**config.mk**
```make
export PLATFORM = sky130hd
export DESIGN_NAME = msg_obj_status_bank
export DESIGN_NICKNAME = d
export VERILOG_FILES = /design/src/rtl/msg_obj_pkg.sv /design/src/rtl/msg_obj_slot.sv /design/src/rtl/msg_obj_prio_enc.sv /design/src/rtl/msg_obj_status_bank.sv
export SDC_FILE = /design/constraint.sdc
export NUM_CORES = 1
export LEC_CHECK = 0
export BUFFER_PORTS_ARGS = -buffer_cell sky130_fd_sc_hd__buf_2
export CORE_MARGIN = 2
export CORE_UTILIZATION = 52
export DETAILED_ROUTE_END_ITERATION = 6
export GPL_TIMING_DRIVEN = 0
export PLACE_DENSITY = 0.82
export SETUP_SLACK_MARGIN = 0.15
export SLEW_MARGIN = 20
export SYNTH_ARGS = -nofsm -noshare
export SYNTH_HDL_FRONTEND = slang
export SYNTH_SLANG_ARGS = --single-unit
```
**constraint.sdc**
```tcl
create_clock -name clk -period 2.8 [get_ports clk]
set_clock_uncertainty 0.15 [all_clocks]
set_input_delay 0.42 -clock clk [delete_from_list [all_inputs] [get_ports clk]]
set_output_delay 0.42 -clock clk [all_outputs]
set_load 0.02 [all_outputs]
```
**src/rtl/msg_obj_pkg.sv**
```systemverilog
`timescale 1ns/1ps
package msg_obj_pkg;

    localparam int LEN_W = 4;

    // CPU write word, MSB first: bit 10 down to bit 0
    typedef struct packed {
        logic             rmt_en;
        logic             tx_ie;
        logic             rx_ie;
        logic             new_dat;
        logic             msg_lost;
        logic             int_pend;
        logic             tx_req;
        logic [LEN_W-1:0] len;
    } obj_word_t;

    localparam int WORD_W = $bits(obj_word_t);

endpackage

```
**src/rtl/msg_obj_slot.sv**
```systemverilog
`timescale 1ns/1ps
module msg_obj_slot
    import msg_obj_pkg::*;
(
    input  logic             clk,
    input  logic             rst_n,
    input  logic             st_hit,
    input  logic             st_remote,
    input  logic [LEN_W-1:0] st_dlc,
    input  logic             tx_hit,
    input  logic             cpu_hit,
    input  obj_word_t        cpu_word,
    output logic             new_dat,
    output logic             msg_lost,
    output logic             int_pend,
    output logic             tx_req,
    output logic [LEN_W-1:0] len
);

    logic rx_ie, tx_ie, rmt_en;
    logic data_st, rmt_st;
    logic nd_n, ml_n, ip_n, tr_n;
    logic [LEN_W-1:0] len_n;

    assign data_st = st_hit & ~st_remote;
    assign rmt_st  = st_hit &  st_remote;

    // CPU value first, then hardware clears, then hardware sets (sets win)
    always_comb begin
        nd_n  = cpu_hit ? cpu_word.new_dat  : new_dat;
        ml_n  = cpu_hit ? cpu_word.msg_lost : msg_lost;
        ip_n  = cpu_hit ? cpu_word.int_pend : int_pend;
        tr_n  = cpu_hit ? cpu_word.tx_req   : tx_req;
        len_n = cpu_hit ? cpu_word.len      : len;

        if (tx_hit) begin
            tr_n = 1'b0;
        end

        nd_n = nd_n | data_st;
        ml_n = ml_n | (data_st & new_dat);
        ip_n = ip_n | (st_hit & rx_ie) | (tx_hit & tx_ie);
        tr_n = tr_n | (rmt_st & rmt_en);

        if (data_st) begin
            len_n = st_dlc;
        end
    end

    always_ff @(posedge clk) begin
        if (!rst_n) begin
            new_dat  <= 1'b0;
            msg_lost <= 1'b0;
            int_pend <= 1'b0;
            tx_req   <= 1'b0;
            len      <= '0;
            rx_ie    <= 1'b0;
            tx_ie    <= 1'b0;
            rmt_en   <= 1'b0;
        end else begin
            new_dat  <= nd_n;
            msg_lost <= ml_n;
            int_pend <= ip_n;
            tx_req   <= tr_n;
            len      <= len_n;
            if (cpu_hit) begin
                rx_ie  <= cpu_word.rx_ie;
                tx_ie  <= cpu_word.tx_ie;
                rmt_en <= cpu_word.rmt_en;
            end
        end
    end

endmodule

```
**src/rtl/msg_obj_prio_enc.sv**
```systemverilog
`timescale 1ns/1ps
module msg_obj_prio_enc #(
    parameter int NUM_OBJ = 8,
    localparam int IDX_W  = $clog2(NUM_OBJ)
) (
    input  logic [NUM_OBJ-1:0] req,
    output logic               any,
    output logic [IDX_W-1:0]   idx
);

    always_comb begin
        idx = '0;
        for (int i = NUM_OBJ - 1; i >= 0; i--) begin
            if (req[i]) begin
                idx = IDX_W'(i);
            end
        end
    end

    assign any = |req;

endmodule

```
**src/rtl/msg_obj_status_bank.sv**
```systemverilog
`timescale 1ns/1ps
module msg_obj_status_bank
    import msg_obj_pkg::*;
#(
    parameter int NUM_OBJ = 8,
    localparam int IDX_W  = $clog2(NUM_OBJ)
) (
    input  logic                     clk,
    input  logic                     rst_n,
    input  logic                     st_valid,
    input  logic [IDX_W-1:0]         st_idx,
    input  logic [LEN_W-1:0]         st_dlc,
    input  logic                     st_remote,
    input  logic                     tx_done,
    input  logic [IDX_W-1:0]         tx_idx,
    input  logic                     cpu_wr,
    input  logic [IDX_W-1:0]         cpu_idx,
    input  logic [WORD_W-1:0]        cpu_wdata,
    output logic [NUM_OBJ-1:0]       new_dat,
    output logic [NUM_OBJ-1:0]       msg_lost,
    output logic [NUM_OBJ-1:0]       int_pend,
    output logic [NUM_OBJ-1:0]       tx_req,
    output logic [LEN_W*NUM_OBJ-1:0] dlc,
    output logic                     irq,
    output logic [IDX_W-1:0]         irq_idx
);

    obj_word_t cpu_word;
    assign cpu_word = obj_word_t'(cpu_wdata);

    for (genvar g = 0; g < NUM_OBJ; g++) begin : g_obj
        logic st_hit, tx_hit, cpu_hit;
        assign st_hit  = st_valid && (st_idx  == IDX_W'(g));
        assign tx_hit  = tx_done  && (tx_idx  == IDX_W'(g));
        assign cpu_hit = cpu_wr   && (cpu_idx == IDX_W'(g));

        msg_obj_slot u_slot (
            .clk       (clk),
            .rst_n     (rst_n),
            .st_hit    (st_hit),
            .st_remote (st_remote),
            .st_dlc    (st_dlc),
            .tx_hit    (tx_hit),
            .cpu_hit   (cpu_hit),
            .cpu_word  (cpu_word),
            .new_dat   (new_dat[g]),
            .msg_lost  (msg_lost[g]),
            .int_pend  (int_pend[g]),
            .tx_req    (tx_req[g]),
            .len       (dlc[g*LEN_W +: LEN_W])
        );
    end

    msg_obj_prio_enc #(.NUM_OBJ(NUM_OBJ)) u_prio (
        .req (int_pend),
        .any (irq),
        .idx (irq_idx)
    );

endmodule

```
## Yosys cells after proc, flatten, opt, wreduce, memory -nomap -nowiden

Index checks and enable logic that the tools add are counted.

| cells by class | value |
|---|---|
| bitwise operators | 89 |
| equal/unequal tests | 21 |
| reductions and logical operators | 36 |
| multiplexer cells | 64 |

Operators by type and width:

| cell | count |
|---|---|
| 4-bit two-way mux | 16 |
| 1-bit bitwise AND | 48 |
| 1-bit two-way mux | 40 |
| 1-bit OR | 40 |
| 3-bit == test (second input constant) | 12 |
| 1-bit logical AND | 24 |
| 3-bit two-way mux | 8 |
| 3-bit by 2-bit == test with 1-bit output (second input constant) | 6 |
| 2-bit nonzero test | 8 |
| 3-bit by 1-bit == test with 1-bit output (second input constant) | 3 |
| 3-bit logical NOT | 3 |
| 8-bit OR reduction | 1 |
| 1-bit inverter | 1 |

| storage, ports and cells | value |
|---|---|
| register bits | 88 |
| output and inout port bits | 68 |

## Longest topological paths before layout

Gate-level depths: netlist of the first run.

| depth | value |
|---|---|
| depth in word-level cells | 8 |
| depth in mapped cells | 6 |
| mapped depth without buffers | 4 |

## Cells and area by module

From an unflattened synthesis of the first run, not the netlist that was laid out.

| second synthesis, totals | value |
|---|---|
| cells, all modules | 389 |
| area, all modules | 4134.0 sq um |

By module, submodules not included:

| module | area each (sq um) | cells each | sequential area each (sq um) | times used |
|---|---|---|---|---|
| msg_obj_slot | 470.5 | 44 | 220.2 | 8 |
| msg_obj_status_bank | 289.0 | 24 | 0.0 | 1 |
| msg_obj_prio_enc | 81.3 | 13 | 0.0 | 1 |

## Worst setup path before layout of the first run

OpenSTA, ideal clock, no wires.

| path | value |
|---|---|
| kind | input -> register |
| from | input port cpu_idx[2] |
| to | register g_obj[1].u_slot.msg_lost |
| slack | 1165 ps |
| arrival time | 1352 ps |
| cell stages on the path | 5 |
| setup time | 132 ps |
| data required time | 2518 ps |
| path through | buf_2 and4bb_1 buf_4 mux2i_1 a21oi_1 |

| between the ends | value |
|---|---|
| word-level cells in the longest chain between the ends | 4 |

Ends and longest elaborated chain:

| what | line | source |
|---|---|---|
| start: declaration | msg_obj_status_bank.sv:17 | `input logic [IDX_W-1:0] cpu_idx,` |
| 3-bit by 1-bit == test with 1-bit output | msg_obj_status_bank.sv:35 | `assign cpu_hit = cpu_wr && (cpu_idx == IDX_W'(g));` |
| 1-bit logical AND | msg_obj_status_bank.sv:35 |  |
| 1-bit two-way mux | msg_obj_slot.sv:31 | `ml_n = cpu_hit ? cpu_word.msg_lost : msg_lost;` |
| 1-bit OR | msg_obj_slot.sv:41 | `ml_n = ml_n \| (data_st & new_dat);` |
| end signal: assignment | msg_obj_slot.sv:62 | `msg_lost <= ml_n;` |
| end: declaration | msg_obj_slot.sv:14 | `output logic msg_lost,` |

No other way between the ends.
A chain may end at the register's enable or synchronous reset.

## Worst setup path after layout of the first run

| path | value |
|---|---|
| from | register g_obj[6].u_slot.int_pend |
| to | output port irq_idx[0] |

| between the ends | value |
|---|---|
| word-level cells in the longest chain between the ends | 7 |

Ends and longest elaborated chain:

| what | line | source |
|---|---|---|
| start: declaration | msg_obj_slot.sv:15 | `output logic int_pend,` |
| start signal: assignment | msg_obj_slot.sv:63 | `int_pend <= ip_n;` |
| 3-bit two-way mux (7 in series) | msg_obj_prio_enc.sv:14 | `if (req[i]) begin` |
| end: declaration | msg_obj_status_bank.sv:25 | `output logic [IDX_W-1:0] irq_idx` |

No other way between the ends.

==> metrics.md, run 1 <==
| Metric | Value |
|---|---|
| Number of H-tree levels | 3 |
| Final WL | 11.0 mm |
| Die span in x | 93.7 um |
| Area Overhead vs Synth | 17.3% |
| Boundary Pins | 98 |
| CP top delay family | compound AO/OA/AOI/OAI gates |
| Crit Path Class | flip-flop to output port |
| Cell breakdown of the critical path | nand2b_1 -> a21oi_1 -> o21bai_1 -> a21oi_1 -> buf_2 |
| Std-Cell Rows | 32 |
| Slew margin rel. | 62.9% |
| CTS tree | built |
| Endpoints failing hold | 0 |
| Root buffer cell | clkbuf_8 |
| Slowest library cell on the worst path | dfxtp_1 |
| Clk_lat worst skew | 0.35 ns |
| Setup-failing EPs final | 0 |
| Tcrit/Tclk final | 70.0% |
| Layout net count | 582 |
| Mean area per synthesized cell | 9.12 um2 |
| Fmax | 510 MHz |
| Net Count, Synth | 489 |
| Sequential share of the synthesized area | 42.1% |
| Initial core utilization | 53.9% |
| Clk slew on worst S/H paths | 0.09 ns |
| Largest net degree at the start of global routing | 15 |
| Vias per cell | 5.53 |
| Post-layout minimum cycle time | 1.96 ns |
| CP max FO | 5 |
| Combinational family with the most area after synthesis | multiplexers |
| Post-synth EDFFs | 0 |
| DR WL met2 | 5.27 mm |
| Grt total ovfl | 0 |
| HPWL Detailed | 8.09 mm |
| Vias in the first global route | 3538 |
| CTS Sinks | 88 |
| Routed Antenna Nets | 0 |
| Total of max-cap violations | 0 |
| Hold Path Class | input pin to flip-flop |
| RSZ-0062 raised after global routing | false |
| P_leak | 2.28 nW |
| DR iter-0 viols | 316 |
| Adder-cell share of the synthesized area | 0% |
| Post-synth ARST share | 0% |
| CP bufs+invs | 1 |
| Max Used Layer | met4 |
| Die footprint | 8780 um2 |
| Pwr Total | 2.50 mW |
| GPL Wtd Cong | 0.882 |
| Status | finished clean |
| Post-synthesis simple-gate area fraction | 13.8% |
| Slew Limit Fails | 0 |
| Residual DRC count | 0 |
| GRT Util Overall | 25.7% |
| Mean routed wirelength per cell | 16.7 um |
| Post-CTS sizing | 0 |
| WP data required | 2.23 ns |
| Critical Path End Type | output port |
| Setup_tns | 0 ns |
| Layout cells sized above 1 | 26.8% |
| Crit path DAT | 1.39 ns |
| Max clock buf depth | 2 |
| Num CTS Buffers | 9 |
| Post-synthesis mux area share | 19.4% |
| Routed length on met3 | 710 um |
| CP startpoint kind | flip-flop |
| Mapped Area | 4180 um2 |
| Fillcell total | 681 |
| Core Area | 7770 um2 |
| CTS Hold Bufs | 0 |
| Post-CTS Setup Bufs | 0 |
| Largest stage delay on the critical path | 0.35 ns |
| Pwr dens | 509 nW/um2 |
| Netlist cell types | 38 |
| Antenna cells | 0 |
| XOR/XNOR share of the synthesized area | 0% |
| Yosys reg bits | 88 |
| Most frequent CP cell | a21oi_1 |
| Antenna violations before repair | 0 |
| Max VDD drop | 0.000288 V |
| Ys Warns | 0 |
| Vias | 3639 |
| Synth Flop Type | dfxtp_1 |
| IO Port Bufs | 82 |
| Complex-gate fraction of the synthesized area | 14.4% |
| DRT Pass-1 Iters | 5 |
| Die Ht | 93.7 um |
| Synth Instances | 459 |
| Pin slew with the least headroom to its limit | 0.557 ns |
| Global-route wire length before repair | 17.4 mm |
| Met1 WL | 4.78 mm |
[state kept, by name, indices dropped and copies added (netlist names)]
name,flops
g_obj.u_slot.tx_ie,8
g_obj.u_slot.new_dat,8
g_obj.u_slot.len,32
g_obj.u_slot.int_pend,8
g_obj.u_slot.rx_ie,8
g_obj.u_slot.tx_req,8
g_obj.u_slot.rmt_en,8
g_obj.u_slot.msg_lost,8
[Yosys cell counts, types with 4 or more instances]
| cell | number | area [um2] |
|---|---|---|
| nor2_1 | 35 | 131 |
| nor2b_1 | 5 | 31.3 |
| mux2i_1 | 81 | 811 |
| a32oi_1 | 6 | 52.6 |
| buf_4 | 37 | 278 |
| nand2_1 | 20 | 75.1 |
| nand4_1 | 6 | 37.5 |
| nor3_1 | 5 | 25.0 |
| o31ai_1 | 4 | 30.0 |
| inv_1 | 5 | 18.8 |
| dfxtp_1 | 88 | 1760 |
| a31oi_1 | 4 | 25.0 |
| a21oi_1 | 56 | 280 |
| nand2b_1 | 7 | 43.8 |
| clkbuf_1 | 19 | 71.3 |
| buf_2 | 7 | 35.0 |
| o21ai_0 | 35 | 175 |
| nand3_1 | 12 | 60.1 |
[power breakdown]
| part | internal [mW] | switching, mW | leakage, nW |
|---|---|---|---|
| Combinational | 0.124 | 0.208 | 1.47 |
| Sequential | 1.29 | 0.0257 | 0.714 |
| Clock | 0.408 | 0.440 | 0.0925 |
[cells in the final DEF, fill, tap and decap left out, drive strengths merged, types with 3 or more instances in the layout]
cell type / n
buf: 127
dfxtp: 88
mux2i: 81
a21oi: 56
o21ai: 37
nor2: 35
clkbuf: 31
nand2: 20
nand3: 13
nand2b: 7
inv: 7
nand4: 6
a32oi: 6
nor3: 6
nor2b: 5
o31ai: 4
a31oi: 4
nand4b: 3
[worst min-delay path: stages]
cell and delay, ns:
buf_2 0.14, nand2_1 0.07, a31oi_1 0.07
[cell type report]
type / count / area (um2) / area share [%]
Buffer: 66 / 405 / 8.26
Clock buffer: 10 / 128 / 2.60
Clock inverter: 5 / 56.3 / 1.15
Inverter: 6 / 22.5 / 0.459
Multi-Input combinational cell: 299 / 1990 / 40.7
Sequential cell: 88 / 1760 / 35.9
Tap cell: 102 / 128 / 2.60
Timing Repair Buffer: 82 / 410 / 8.37
[per-stage QoR]
step                util [%]  instances  setup WS (ns)  hold slack, ns  area, um2
CTS                     63.2        658          0.828           0.233       4910
global placement        60.8        643          0.813           0.311       4720
finish                  63.2        658          0.840           0.242       4910
detailed placement      60.8        643          0.796           0.320       4720
global route            63.2        658          0.756           0.277       4910
floorplan                  -        459           1.17           0.278       4180
[cell families after synthesis]
logic type	after synthesis
compound gates	111
simple gates	107
flops	88
mux	81
buf+inv	72
[final timing paths]
path | from | endpoint | slack, ns | depth (start not counted)
setup / recovery | g_obj[6].u_slot.int_pend | irq_idx[0] | 0.84 | 5
hold / removal | cpu_wdata[7] | g_obj[2].u_slot.new_dat | 0.24 | 3
setup reg to reg | g_obj[0].u_slot.rx_ie | g_obj[0].u_slot.int_pend | 1.75 | 3
hold reg to reg | g_obj[5].u_slot.rmt_en | g_obj[5].u_slot.tx_req | 0.35 | 2
[per-layer routing]
metal  vias to the layer above  GRT usage [%]
li1                       1788              -
met1                      1663           33.3
met2                       163           43.0
met3                        25           2.97
met4                         0           11.2
met5                         -              0
Note: power is estimated with default switching activity, not from simulation.
==> run 2: changes to the inputs <==
--- a/config.mk
+++ b/config.mk
@@ -7,10 +7,10 @@
 export LEC_CHECK = 0
 export BUFFER_PORTS_ARGS = -buffer_cell sky130_fd_sc_hd__buf_2
 export CORE_MARGIN = 2
-export CORE_UTILIZATION = 52
+export CORE_UTILIZATION = 49
 export DETAILED_ROUTE_END_ITERATION = 6
 export GPL_TIMING_DRIVEN = 0
-export PLACE_DENSITY = 0.82
+export PLACE_DENSITY = 0.81
 export SETUP_SLACK_MARGIN = 0.15
 export SLEW_MARGIN = 20
 export SYNTH_ARGS = -nofsm -noshare
==> constraint.sdc (replaced) <==
create_clock -name clk -period 1.7 [get_ports clk]
set_clock_uncertainty 0.15 [all_clocks]
set_input_delay 0.255 -clock clk [delete_from_list [all_inputs] [get_ports clk]]
set_output_delay 0.255 -clock clk [all_outputs]
set_load 0.02 [all_outputs]
==> metrics.md, run 2 (same netlist as run 1, synthesis figures left out) <==
| Metric | Value |
|---|---|
| Status | complete, but fails checks (was finished clean) |
| Failing checks | setup timing |
| Max FFs per register | 32 (unchanged) |
| Most common cell after layout, fill and taps aside | buf_2 (unchanged) |
| Grt total ovfl | 0 (unchanged) |
| Mean routed wirelength per cell | 16.7 um (about the same) |
| CP max FO | 4 (was 5) |
| Vias | 3653 (was 3639) |
| Std-Cell Rows | 33 (was 32) |
| Top reg by flops | g_obj.u_slot.len (unchanged) |
| Placed Instances | 646 (was 643) |
| Die Ht | 96.4 um (was 93.7 um) |
| Global-route wire length before repair | 16.9 mm (was 17.4 mm) |
| Cell breakdown of the critical path | nand2b_4 -> a21oi_2 -> o21bai_1 -> a21oi_1 -> buf_4 (was nand2b_1 -> a21oi_1 -> o21bai_1 -> a21oi_1 -> buf_2) |
| Num CTS Buffers | 9 (unchanged) |
| Setup-failing EPs final | 1 (was 0) |
| IO Port Bufs | 82 (unchanged) |
| Pin slew with the least headroom to its limit | 0.532 ns (was 0.557 ns) |
| CP top delay family | flip-flops (was compound AO/OA/AOI/OAI gates) |
| Fmax | 580 MHz |
| WP data required | 1.29 ns (was 2.23 ns) |
| Most frequent cells in the layout | buf_2 (86), mux2i_1 (81), dfxtp_1 (81) (was buf_2 (89), dfxtp_1 (88), mux2i_1 (81)) |
| DR WL met2 | 5.17 mm (was 5.27 mm) |
| Crit Path Class | flip-flop to output port (unchanged) |
| Clk_lat worst skew | 0.36 ns (was 0.35 ns) |
| Die span in x | 96.4 um (was 93.7 um) |
| Pwr dens | 859 nW/um2 (was 509 nW/um2) |
| Hold Path Class | input pin to flip-flop (unchanged) |
| Layout cells sized above 1 | 30.2% (was 26.8%) |
| Area Overhead vs Synth | 20.4% (was 17.3%) |
| Max VDD drop | 0.000651 V (was 0.000288 V) |
| Clk slew on worst S/H paths | 0.08 ns (was 0.09 ns) |
| Max Used Layer | met4 (unchanged) |
| DR iter-0 viols | 271 (was 316) |
| Residual DRC count | 0 (unchanged) |
| Largest stage delay on the critical path | 0.35 ns (about the same) |
| DRT Pass-1 Iters | 6 (was 5) |
| Slew Limit Fails | 0 (unchanged) |
| Critical Path End Type | output port (unchanged) |
| Vias per cell | 5.49 (was 5.53) |
| Root buffer cell | clkbuf_8 (unchanged) |
| Final WL | 11.1 mm (was 11.0 mm) |
| CTS Sinks | 88 (unchanged) |
| Crit path DAT | 1.32 ns (was 1.39 ns) |
| RSZ-0062 raised after global routing | true (was false) |
| Place WS | -0.138 ns (was 0.796 ns) |
| Number of H-tree levels | 3 (unchanged) |
| Final worst slack | -0.0240 ns (was 0.840 ns) |
| P_leak | 2.32 nW (was 2.28 nW) |
| HPWL Detailed | 8.13 mm (was 8.09 mm) |
| Boundary Pins | 98 (unchanged) |
| Routed length on met3 | 846 um (was 710 um) |
| Largest net degree at the start of global routing | 15 (unchanged) |
| CTS tree | built (unchanged) |
| Die footprint | 9290 um2 (was 8780 um2) |
| CTS Hold Bufs | 0 (unchanged) |
| Antenna violations before repair | 0 (unchanged) |
| CP startpoint kind | flip-flop (unchanged) |
| Setup_tns | -0.0240 ns (was 0 ns) |
| Post-layout minimum cycle time | 1.72 ns |
| Pwr Total | 4.33 mW (was 2.50 mW) |
| Met1 WL | 4.80 mm (was 4.78 mm) |
| Core Area | 8260 um2 (was 7770 um2) |
| Total of max-cap violations | 0 (unchanged) |
| CP bufs+invs | 1 (unchanged) |
| Antenna cells | 0 (unchanged) |
| Max clock buf depth | 2 (unchanged) |
| Layout net count | 585 (was 582) |
| GPL Wtd Cong | 0.932 (was 0.882) |
| Fin cells | 665 (was 658) |
| Slew margin rel. | 64.6% (was 62.9%) |
| Initial core utilization | 50.7% (was 53.9%) |
| Slowest library cell on the worst path | dfxtp_2 (was dfxtp_1) |
| Endpoints failing hold | 0 (unchanged) |
| Final hold slack | 0.0765 ns (was 0.242 ns) |
| Vias in the first global route | 3358 (was 3538) |
| Tcrit/Tclk final | 101% |
| Routed Antenna Nets | 0 (unchanged) |
| GRT Util Overall | 24.1% (was 25.7%) |
[run 2: where the power goes]
| part | total [mW] | switching [mW] | internal, mW |
|---|---|---|---|
| combinational | 0.561 | 0.347 | 0.214 |
| clock | 1.60 | 0.734 | 0.866 |
| sequential | 2.17 | 0.0436 | 2.12 |
| total | 4.33 | 1.12 | 3.20 |
[run 2: timing repair]
action                                  CTS  global route
endpoints found under the setup margin    4             8
cloned                                    0             0
resized for setup                        13             9
pin swaps                                 3             1
setup buffers                             3             0
[run 2: worst register-to-register path: cells and delay by family (launching register included)]
family	cells	cell delay (ns)
and+or+nand+nor	1	0.34
muxes	1	0.08
AOI/OAI and AO/OA	1	0.07
DFF	1	0.36
[run 2: area by class of cell]
| class | count | area, um2 |
|---|---|---|
| clock inverters | 5 | 80.1 |
| plain buffers | 66 | 405 |
| multi-input cells | 299 | 2040 |
| well taps | 105 | 131 |
| flip-flops and latches | 88 | 1780 |
| repair buffers | 85 | 444 |
| inverters | 6 | 22.5 |
| fillers | 710 | 3220 |
| clock buffers | 11 | 141 |
[run 2: final timing paths]
path	start	end	slack, ns	cells past startpoint
setup / recovery	g_obj[6].u_slot.int_pend	irq_idx[0]	-0.02	5
hold / removal	cpu_wdata[7]	g_obj[1].u_slot.new_dat	0.08	3
setup reg to reg	g_obj[5].u_slot.tx_req	g_obj[5].u_slot.tx_req	0.64	3
hold reg to reg	g_obj[5].u_slot.rmt_en	g_obj[5].u_slot.tx_req	0.33	2
[run 2: stage by stage]
step	utilization, %	cell area [um2]
detailed placement	57.2	4730
floorplan	-	4180
global placement	57.2	4730
CTS	60.7	5010
finish	61.0	5040
global route	61.0	5040
[run 2: routing by layer]
metal / global-route usage, % / vias up
li1: - / 1792
met1: 31.5 / 1658
met2: 39.1 / 176
met3: 4.42 / 27
met4: 10.6 / 0
met5: 0 / -
==> run 3: changes to the inputs <==
--- a/config.mk
+++ b/config.mk
@@ -5,12 +5,12 @@
 export SDC_FILE = /design/constraint.sdc
 export NUM_CORES = 1
 export LEC_CHECK = 0
+export ABC_AREA = 1
 export BUFFER_PORTS_ARGS = -buffer_cell sky130_fd_sc_hd__buf_2
 export CORE_MARGIN = 2
 export CORE_UTILIZATION = 49
 export DETAILED_ROUTE_END_ITERATION = 6
-export GPL_TIMING_DRIVEN = 0
-export PLACE_DENSITY = 0.81
+export PLACE_DENSITY = 0.8
 export SETUP_SLACK_MARGIN = 0.15
 export SLEW_MARGIN = 20
 export SYNTH_ARGS = -nofsm -noshare
==> metrics.md, run 3 <==
| Metric | Value |
|---|---|
| Layout net count | 803 (was 585) |
| Register area | 1770 um2 (was 1780 um2) |
| P_leak | 2.59 nW (was 2.32 nW) |
| Boundary Pins | 98 (unchanged) |
| Die span in x | 100 um (was 96.4 um) |
| Yosys reg bits | 88 (unchanged) |
| Vias | 4830 (was 3653) |
| CTS Sinks | 88 (unchanged) |
| Clk_lat worst skew | 0.37 ns (was 0.36 ns) |
| Status | complete, but fails checks (unchanged) |
| Slew Limit Fails | 0 (unchanged) |
| Setup-failing EPs final | 2 (was 1) |
| CTS tree | built (unchanged) |
| Pin slew with the least headroom to its limit | 0.450 ns (was 0.532 ns) |
| Mean area per synthesized cell | 6.44 um2 (was 9.12 um2) |
| Vias per cell | 5.43 (was 5.49) |
| Pwr dens | 834 nW/um2 (was 859 nW/um2) |
| Synth Flop Type | dfxtp_1 (unchanged) |
| Most frequent cells in the layout | nand2_1 (223), buf_2 (94), nor2_1 (84) (was buf_2 (86), mux2i_1 (81), dfxtp_1 (81)) |
| Tcrit/Tclk final | 104% (was 101%) |
| Netlist cell types | 21 (was 38) |
| Crit Path Class | flip-flop to output port (unchanged) |
| Synth Instances | 704 (was 459) |
| HPWL Detailed | 9.32 mm (was 8.13 mm) |
| Layout cells sized above 1 | 21.3% (was 30.2%) |
| Num CTS Buffers | 9 (unchanged) |
| Max VDD drop | 0.000516 V (was 0.000651 V) |
| Total of max-cap violations | 0 (unchanged) |
| Number of H-tree levels | 3 (unchanged) |
| Global-route wire length before repair | 21.3 mm (was 16.9 mm) |
| GRT Util Overall | 26.6% (was 24.1%) |
| Most common cell after layout, fill and taps aside | nand2_1 (was buf_2) |
| Pwr Total | 4.34 mW (was 4.33 mW) |
| RSZ-0062 raised after global routing | true (unchanged) |
| Setup_tns | -0.134 ns (was -0.0240 ns) |
| Yosys top cell area share | 38.9% (was 42.1%) |
| Area Overhead vs Synth | 14.7% (was 20.4%) |
| Clk slew on worst S/H paths | 0.09 ns (was 0.08 ns) |
| Post-layout minimum cycle time | 1.77 ns (was 1.72 ns) |
| CP startpoint kind | flip-flop (unchanged) |
| Std-Cell Rows | 35 (was 33) |
| Final WL | 13.2 mm (was 11.1 mm) |
| Critical Path End Type | output port (unchanged) |
| Ys Warns | 0 (unchanged) |
| Multi-input gate area | 2210 um2 (was 2040 um2) |
| Top reg by flops | g_obj.u_slot.len (unchanged) |
| Die Ht | 100 um (was 96.4 um) |
| Failing checks | setup timing (unchanged) |
| Hold Path Stages | 3 (unchanged) |
| Fin cells | 889 (was 665) |
| Antenna cells | 0 (unchanged) |
| Mapped Area | 4530 um2 (was 4180 um2) |
| Routed Antenna Nets | 0 (unchanged) |
| Max clock buf depth | 2 (unchanged) |
| Sequential share of the synthesized area | 38.9% (was 42.1%) |
| Net Count, Synth | 734 (was 489) |
| Commonest cells post-synth | nand2_1 (223), dfxtp_1 (88), nor2_1 (84), nand3_1 (76), a21oi_1 (49) (was dfxtp_1 (88), mux2i_1 (81), a21oi_1 (56), buf_4 (37)) |
| Mean routed wirelength per cell | 14.9 um (was 16.7 um) |
| GPL Wtd Cong | 0.964 (was 0.932) |
| Endpoints failing hold | 0 (unchanged) |
| Vias in the first global route | 4543 (was 3358) |
| Slew margin rel. | 69.9% (was 64.6%) |
| R2R depth | 5 (was 3) |
| DR iter-0 viols | 373 (was 271) |
| Post-synth ARST share | 0% (unchanged) |
| WP data required | 1.29 ns (about the same) |
| Antenna violations before repair | 0 (unchanged) |
| Residual DRC count | 0 (unchanged) |
| Grt total ovfl | 0 (unchanged) |
| Initial core utilization | 49.8% (was 50.7%) |
| DRT Pass-1 Iters | 5 (was 6) |
| CTS Hold Bufs | 0 (unchanged) |
| Root buffer cell | clkbuf_8 (unchanged) |
| Fmax | 564 MHz (was 580 MHz) |
| Count leader, synth | nand2_1 (was dfxtp_1) |
| Largest net degree at the start of global routing | 55 (was 15) |
| Crit path DAT | 1.37 ns (was 1.32 ns) |
| IO Port Bufs | 97 (was 82) |
| Fillcell total | 901 (was 710) |
| Hold Path Class | input pin to flip-flop (unchanged) |
| Max FFs per register | 32 (unchanged) |
| Core Area | 9110 um2 (was 8260 um2) |
| Post-synth EDFFs | 0 (unchanged) |
| Synth area leaders | dfxtp_1 (39%), nand2_1 (18%), nand3_1 (8.4%) (was dfxtp_1 (42%), mux2i_1 (19%), a21oi_1 (6.7%)) |
| Placed Instances | 871 (was 646) |
| Final worst slack | -0.0730 ns (was -0.0240 ns) |
| Die footprint | 10000 um2 (was 9290 um2) |
| CP max FO | 2 (was 4) |
| Cell taking the most area after synthesis | dfxtp_1 (unchanged) |
run 3: changes by cell type after synthesis, sizes merged, moves of 7 or more:
cell	delta
a21oi	-7
buf	+8
clkbuf	-13
inv	+47
mux2i	-81
nand2	+208
nand2b	-7
nand3	+63
nor2	+60
run 3: cells by family (layout without fill, tap and decap cells):
logic type	after synthesis	after routing	synth area share [%]
flip-flops	88	88	38.9
AND/OR/NAND/NOR	410	410	38.1
buffers and inverters	114	188	12.9
AO/OA/AOI/OAI	92	92	10.2
run 3: final cells by class:
class                           instances  share of cell area (%)
Inverter                               53                    3.83
Clock inverter                          4                    1.01
Tap cell                              111                    2.67
Clock buffer                           12                    2.98
Timing Repair Buffer                  119                    13.0
Multi-Input combinational cell        502                    42.5
Sequential cell                        88                    34.0
run 3: report_power, final:
| group | internal [mW] | total (mW) | switching, mW |
|---|---|---|---|
| Combinational | 0.201 | 0.629 | 0.428 |
| Sequential | 2.14 | 2.18 | 0.0432 |
| Clock | 0.764 | 1.53 | 0.767 |
| Total | 3.10 | 4.34 | 1.24 |
run 3: layer usage:
layer / routed length (um) / global-route usage [%] / up-vias
met4: 500 / 14.4 / 0
met3: 1310 / 5.71 / 38
met2: 5960 / 42.2 / 265
li1: - / - / 2328
met1: 5480 / 33.8 / 2199
met5: 0 / 0 / -
run 3: path summary, 6_finish.rpt:
| kind | start | to | slack (ns) |
|---|---|---|---|
| setup / recovery | g_obj[0].u_slot.int_pend | irq_idx[2] | -0.07 |
| hold reg to reg | g_obj[2].u_slot.tx_ie | g_obj[2].u_slot.tx_ie | 0.33 |
| hold / removal | cpu_wdata[9] | g_obj[5].u_slot.tx_ie | 0.09 |
| setup reg to reg | g_obj[1].u_slot.int_pend | g_obj[1].u_slot.int_pend | 0.69 |
run 3: what timing repair did:
action / CTS / global route
setup endpoints to repair: 4 / 4
gates resized for setup: 15 / 2
buffers inserted: 2 / 0
pin swaps: 5 / 3
run 3: stage by stage:
step	instance area, um2	hold WS (ns)	worst slack (ns)	utilization, %
2_1_floorplan	4530	0.240	0.179	-
3_3_place_gp	4930	0.285	0.193	54.2
3_5_place_dp	4930	0.309	0.130	54.2
4_1_cts	5190	0.0896	-0.133	57.0
5_1_grt	5200	0.105	-0.117	57.1
6_report	5200	0.0942	-0.0730	57.1
run 3: critical path, cell delays in order, from the launching register on:
cell,delay [ns]
dfxtp_2,0.33
or2_4,0.26
nor3_4,0.13
inv_1,0.05
nor2_1,0.08
buf_4,0.14
